[src/rtl/colcount_pkg.sv]
package colcount_pkg;

    localparam int unsigned DEF_OP_W = 8;
    localparam int          MAX_COLS = 64;

    // Number of bits needed to hold the value n.
    function automatic int bits_for(input int n);
        int b;
        b = 0;
        while ((1 << b) <= n) b++;
        return b;
    endfunction

    // Partial-product bits that fall into column c.
    function automatic int pp_in_col(input int w, input int c);
        int n;
        n = 0;
        for (int r = 0; r < w; r++)
            if ((c - r) >= 0 && (c - r) < w) n++;
        return n;
    endfunction

    // Total inputs of column c: its partial products plus arriving carries.
    function automatic int inputs_of_col(input int w, input int c);
        int n [MAX_COLS];
        for (int j = 0; j < MAX_COLS; j++) n[j] = 0;
        for (int j = 0; j <= c; j++) begin
            n[j] = pp_in_col(w, j);
            for (int k = 1; k <= j; k++)
                if (bits_for(n[j-k]) > k) n[j]++;
        end
        return n[c];
    endfunction

    function automatic int width_of_col(input int w, input int c);
        return bits_for(inputs_of_col(w, c));
    endfunction

    // Input slot of partial product row r within column c.
    function automatic int pp_slot(input int w, input int c, input int r);
        return r - (((c - w + 1) > 0) ? (c - w + 1) : 0);
    endfunction

    // Input slot of the carry of weight 2^k coming from column c-k.
    function automatic int carry_slot(input int w, input int c, input int k);
        int s;
        s = pp_in_col(w, c);
        for (int kk = 1; kk < k; kk++)
            if (width_of_col(w, c - kk) > kk) s++;
        return s;
    endfunction

endpackage

[src/rtl/pp_matrix.sv]
module pp_matrix #(
    parameter int unsigned W = colcount_pkg::DEF_OP_W
) (
    input  logic [W-1:0]         mcand,
    input  logic [W-1:0]         mplier,
    output logic [W-1:0][W-1:0]  rows
);
    // Row j: multiplicand gated by multiplier bit j (shift applied by column routing).
    for (genvar j = 0; j < W; j++) begin : row_g
        assign rows[j] = mcand & {W{mplier[j]}};
    end
endmodule

[src/rtl/col_counter.sv]
module col_counter #(
    parameter int unsigned N  = 3,
    parameter int unsigned OW = 2
) (
    input  logic [N-1:0]  bits_in,
    output logic [OW-1:0] count
);
    always_comb begin
        count = '0;
        for (int i = 0; i < int'(N); i++)
            count = count + OW'(bits_in[i]);
    end
endmodule

[src/rtl/colcount_mult.sv]
module colcount_mult #(
    parameter int unsigned OP_W = colcount_pkg::DEF_OP_W
) (
    input  logic [OP_W-1:0]   mcand_i,
    input  logic [OP_W-1:0]   mplier_i,
    output logic [2*OP_W-1:0] product_o
);
    import colcount_pkg::*;

    localparam int PW = 2 * OP_W;

    logic [OP_W-1:0][OP_W-1:0] rows;
    logic [PW-1:0]             ovf_bits;

    pp_matrix #(.W(OP_W)) u_pp (
        .mcand  (mcand_i),
        .mplier (mplier_i),
        .rows   (rows)
    );

    for (genvar c = 0; c < PW; c++) begin : col_g
        localparam int NI  = inputs_of_col(OP_W, c);
        localparam int NIS = (NI > 0) ? NI : 1;
        localparam int OW  = bits_for(NIS);
        localparam int TOP = PW - c;

        logic [NIS-1:0] vin;
        logic [OW-1:0]  cnt;

        if (NI == 0) begin : empty_g
            assign vin = '0;
        end else begin : fill_g
            // Partial-product bits of this column.
            for (genvar r = 0; r < OP_W; r++) begin : pp_g
                if ((c - r) >= 0 && (c - r) < OP_W) begin : hit_g
                    assign vin[pp_slot(OP_W, c, r)] = rows[r][c-r];
                end
            end
            // Carry bit of weight 2^k from column c-k.
            for (genvar k = 1; k <= c; k++) begin : cy_g
                if (width_of_col(OP_W, c - k) > k) begin : hit_g
                    assign vin[carry_slot(OP_W, c, k)] = col_g[c-k].cnt[k];
                end
            end
        end

        col_counter #(.N(NIS), .OW(OW)) u_cnt (
            .bits_in (vin),
            .count   (cnt)
        );

        assign product_o[c] = cnt[0];

        if (OW > TOP) begin : ovf_g
            assign ovf_bits[c] = |cnt[OW-1:TOP];
        end else begin : noovf_g
            assign ovf_bits[c] = 1'b0;
        end
    end

    // Checks on the settled column network.
    always_comb begin
        p_full_product_r1: assert (product_o == (PW'(mcand_i) * PW'(mplier_i)))
            else $error("R1 product mismatch");
        p_zero_operand_r2: assert (!((mcand_i == '0) || (mplier_i == '0)) || (product_o == '0))
            else $error("R2 zero operand gave nonzero product");
        p_no_overflow_r3: assert (ovf_bits == '0)
            else $error("R3 carry beyond top column");
        for (int i = 0; i < int'(OP_W); i++) begin
            // single-bit multiplier acts as a shift
            if (mplier_i == (OP_W'(1) << i))
                p_pow2_shift_r4: assert (product_o == (PW'(mcand_i) << i))
                    else $error("R4 power-of-two shift mismatch");
        end
    end
endmodule

[config.mk]
export PLATFORM = sky130hd
export DESIGN_NAME = colcount_mult
export DESIGN_NICKNAME = d
export VERILOG_FILES = /design/src/rtl/colcount_pkg.sv /design/src/rtl/pp_matrix.sv /design/src/rtl/col_counter.sv /design/src/rtl/colcount_mult.sv
export SDC_FILE = /design/constraint.sdc
export NUM_CORES = 1
export LEC_CHECK = 0
export BUFFER_PORTS_ARGS = -buffer_cell sky130_fd_sc_hd__buf_4
export CORE_MARGIN = 1
export CORE_UTILIZATION = 62
export DETAILED_ROUTE_END_ITERATION = 8
export PLACE_DENSITY = 0.86
export SLEW_MARGIN = 15
export SYNTH_ARGS = -nofsm -noshare
export SYNTH_HDL_FRONTEND = slang
export SYNTH_SLANG_ARGS = --single-unit
export TNS_END_PERCENT = 100
[constraint.sdc]
create_clock -name vclk -period 23.6
set_clock_uncertainty 0.1 [all_clocks]
set_input_delay 1.18 -clock vclk [all_inputs]
set_output_delay 1.18 -clock vclk [all_outputs]
set_load 0.02 [all_outputs]
## After elaboration in Yosys (flattened, before gate mapping)

Index checks and enable logic that the tools add are counted.

| storage, ports and cells | value |
|---|---|
| bits in registers | 0 |
| input port bits | 16 |
| output and inout bits | 16 |
| logic and storage cells | 88 |

| operators by class | value |
|---|---|
| $add $sub $neg | 80 |
| bitwise gates (word level) | 8 |

Operator list:

| cell | count |
|---|---|
| $add 4x1->4 | 42 |
| $add 3x1->3 | 22 |
| $and 8x8->8 | 8 |
| $add 1x1->2 | 14 |
| $add 2x1->2 | 1 |
| $add 1x1->1 | 1 |

## Longest topological paths before layout

| depth | value |
|---|---|
| depth in word-level cells | 34 |
| gate-level depth with buffers | 62 |
| mapped depth without buffers | 62 |

## By module

A second synthesis with hierarchy kept.

| unflattened totals | value |
|---|---|
| cell total of the unflattened synthesis | 283 |
| area total of the unflattened synthesis | 2,245.9 µm² |

Modules (own cells, without submodules):

| module | instances | cells each | area an instance (µm²) | seq. area each (µm²) |
|---|---|---|---|---|
| col_counter at col_g[7].u_cnt ... | 2 | 28 | 226.5 | 0.0 |
| col_counter at col_g[6].u_cnt ... | 2 | 25 | 211.5 | 0.0 |
| pp_matrix | 1 | 64 | 400.4 | 0.0 |
| col_counter at col_g[10].u_cnt ... | 2 | 24 | 190.2 | 0.0 |
| col_counter at col_g[11].u_cnt ... | 2 | 12 | 110.1 | 0.0 |
| col_counter at col_g[13].u_cnt ... | 2 | 8 | 71.3 | 0.0 |
| col_counter at col_g[12].u_cnt | 1 | 12 | 102.6 | 0.0 |
| col_counter at col_g[2].u_cnt | 1 | 8 | 63.8 | 0.0 |
| col_counter at col_g[15].u_cnt ... | 2 | 1 | 12.5 | 0.0 |
| col_counter at col_g[14].u_cnt | 1 | 1 | 20.0 | 0.0 |
| col_counter at col_g[0].u_cnt | 1 | 1 | 7.5 | 0.0 |
| colcount_mult | 1 | 1 | 7.5 | 0.0 |

## Worst setup path before layout

Ideal clock, no wire load.

| path | value |
|---|---|
| kind | input -> output |
| from | in mcand_i[2] |
| to | out product_o[15] |
| arrival | 19.797 ns |
| data required time | 22.320 ns |
| setup slack | 2.523 ns |
| stages on the path | 61 |
| buffers on the path | 0 |
| path through | and2_1 -> ha_1 -> fa_1 -> ha_1 -> inv_1 -> fa_1 -> inv_1 -> ha_1 -> fa_1 -> fa_1 -> inv_1 -> fa_1 -> fa_1 -> fa_1 -> xnor2_1 -> fa_1 -> inv_1 -> fa_1 -> [... 25 more ...] -> inv_1 -> fa_1 -> fa_1 -> ha_1 -> inv_1 -> fa_1 -> fa_1 -> inv_1 -> fa_1 -> inv_1 -> fa_1 -> inv_1 -> fa_1 -> ha_1 -> fa_1 -> inv_1 -> fa_1 -> xnor2_1 |

| on the way | value |
|---|---|
| longest elaborated chain between the ends | 34 |
| elaborated cells on any way between the ends | 59 |
| classes of those cells | add/sub: 51; bitwise: 8 |

Ends and longest elaborated chain:

| what | RTL line | RTL |
|---|---|---|
| start, declared | colcount_mult.sv:4 | `input logic [OP_W-1:0] mcand_i,` |
| $and 8x8->8 | pp_matrix.sv:10 | `assign rows[j] = mcand & {W{mplier[j]}};` |
| $add 1x1->2 | col_counter.sv:11 | `count = count + OW'(bits_in[i]);` |
| $add 3x1->3 (5 in series) | col_counter.sv:11 |  |
| $add 4x1->4 (15 in series) | col_counter.sv:11 |  |
| $add 3x1->3 (9 in series) | col_counter.sv:11 |  |
| $add 1x1->2 | col_counter.sv:11 |  |
| $add 2x1->2 | col_counter.sv:11 |  |
| $add 1x1->1 (*) | col_counter.sv:11 |  |
| end, declared | colcount_mult.sv:6 | `output logic [2*OP_W-1:0] product_o` |

Every way passes the cells marked *; elsewhere a longest branch is shown, timed or not.

## Worst setup path after layout

Same ends and word-level chain as after synthesis.

==> reports/metrics.csv <==
stage,metric,value,unit
worst_setup_path,worst-path-buf-inv,20,
cells_and_area,nNetsFinal,374,
route,routed_wirelength,4230,µm
global_routing,grt_pass1_wl,7110,µm
worst_setup_path,cp-startpoint,mcand_i[2],
floorplan,die_area,3750,µm²
clocking,cts_setup_buffers,0,
route,vias_per_cell,4.99,
min_path,hp-class,in2out,
worst_setup_path,crit_path_end_kind,output port,
synthesis,syn_nets,341,
sta,relSlewSlack,0.821,
placement,gp_congestion,0.849,
floorplan,floorplan.initialDensity,0.652,
global_routing,grt_usage,0.260,
route,drc,0,
job,drv_cap,0,
global_routing,overflow,0,
synthesis,synth_cell_types,17,
synthesis,avgSynthCellArea,9.14,µm²
floorplan,die_h,61.2,µm
floorplan,core_area,3340,µm²
worst_setup_path,slowest_delay,0.55,ns
synthesis,yosys-mux-area-fraction,0,
clocking,cts_resized,0,
synthesis,synth-xor-area-share,0.0362,
status,outcome,"finished, final reports clean",
synthesis,synth_compound_area_frac,0.0282,
floorplan,rows,21,
route,wl_per_cell,13.4,µm
placement,placed_cell_area,2460,µm²
worst_setup_path,cp.arrival,20.45,ns
cells_and_area,layout_commonest_cell,inv_1,
clocking,hold_buffers,0,
global_routing,grt_pass1_vias,1609,
synthesis,yosys.area_share.simple,0.164,
worst_setup_path,cp_num_cells,63,
worst_setup_path,cp.required,22.32,ns
sta,post-route-period-util,0.921,
worst_setup_path,setup.worst_path.end,product_o[15],
worst_setup_path,start_kind,input port,
placement,hpwl,3760,µm
floorplan,fp.dieW,61.2,µm
synthesis,yosysSeqAreaShare,0,
cells_and_area,mostFrequentLayoutCells,"65 x inv_1, 45 x fa_1, 42 x ha_1, 37 x and2_1, 32 x buf_4",
worst_setup_path,critPathMaxFanout,8,
synthesis,syn_inst,238,
global_routing,antenna_found_initial,0,
route,vias,1571,
cells_and_area,antenna_cells,0,
synthesis,synth_adder_area_share,0.656,
cells_and_area,fillCellCount,255,
cells_and_area,area.sequential,0,µm²
synthesis,synth_top_family_by_area,adder cells,
synthesis,ys_warn_count,0,
cells_and_area,design_area,2460,µm²
sta,fin_crit,21.73,ns
cells_and_area,multiInputGateArea,1920,µm²
cells_and_area,nClkBuffers,0,
global_routing,grt_max_degree,9,
synthesis,synth_area,2170,µm²
worst_setup_path,crit_family,adder cells,
sta,setup_tns,0,ns
sta,finalSetupViolCount,0,
cells_and_area,syn_to_final_growth,13.3,%
sta,worstMarginPinSlew,0.267,ns
cells_and_area,utilization,0.739,
worst_setup_path,slowest_stage,fa_1,
worst_setup_path,cpMostUsedCell,fa_1,
sta,clock.fmax,0.0460,GHz
cells_and_area,seq_cells,0,
floorplan,ios,32,
sta,hold_viol_final,0,
sta,slew_violations,0,
cells_and_area,drive_above_1_share,0.123,
sta,rsz0062_at_grt,no,
placement,io_buffers,32,
worst_setup_path,critPathKind,in2out,
route,drt.antenna.violating_nets,0,
route,drt-initial-drc-count,41,
route,drt-pass1-iter-count,4,
## cells in the mapped netlist
cell,number,share of area
nor3b_1,1,0.0035
inv_1,65,0.11
and2_1,37,0.11
fa_1,45,0.41
nor2b_1,2,0.0058
xnor2_1,5,0.020
o21bai_1,1,0.0035
o21a_1,2,0.0069
nor2_1,1,0.0017
a211o_1,1,0.0040
o21ba_2,1,0.0046
nand2_1,27,0.047
ha_1,42,0.24
a221o_1,1,0.0046
a21oi_1,2,0.0046
xor2_1,4,0.016
buf_4,1,0.0035
## layout make-up
class	instances	area share
Multi-Input combinational cell	172	0.780
Inverter	65	0.0990
Timing Repair Buffer	32	0.0975
Tap cell	46	0.0234
## metal layers
metal | part of all wire | up-vias | track usage
met5 | 0 | - | 0
met4 | 0 | 0 | 0.0227
met3 | 0.015 | 0 | 0.00210
met2 | 0.51 | 16 | 0.461
met1 | 0.48 | 798 | 0.374
li1 | - | 757 | -
## metrics by stage
stage / setup WS (ns) / hold slack (ns) / cells
4_1_cts: 1.77 / 2.64 / 315
5_1_grt: 1.18 / 2.67 / 315
2_1_floorplan: 2.52 / 2.48 / 238
3_5_place_dp: 1.80 / 2.64 / 315
3_3_place_gp: 2.01 / 2.63 / 315
6_report: 1.87 / 2.65 / 315
## how the worst min path moves through the flow
stage | start | to | slack, ns | depth (start not counted)
2_1_floorplan | mplier_i[0] | product_o[0] | 2.48 | 2
3_3_place_gp | mplier_i[0] | product_o[0] | 2.63 | 3
3_5_place_dp | mplier_i[0] | product_o[0] | 2.64 | 3
4_1_cts | mplier_i[0] | product_o[0] | 2.64 | 3
5_1_grt | mplier_i[0] | product_o[0] | 2.67 | 3
6_report | mplier_i[0] | product_o[0] | 2.65 | 3
## cell families after synthesis
family,Yosys count
XOR/XNOR,9
AND/OR/NAND/NOR,68
adder cells (fa/ha/maj),87
buffers and inverters,66
AO/OA/AOI/OAI,8
Power is left out: the tool's default activity adds up to more than one toggle a clock period on the data nets, which glitch-free logic cannot reach.
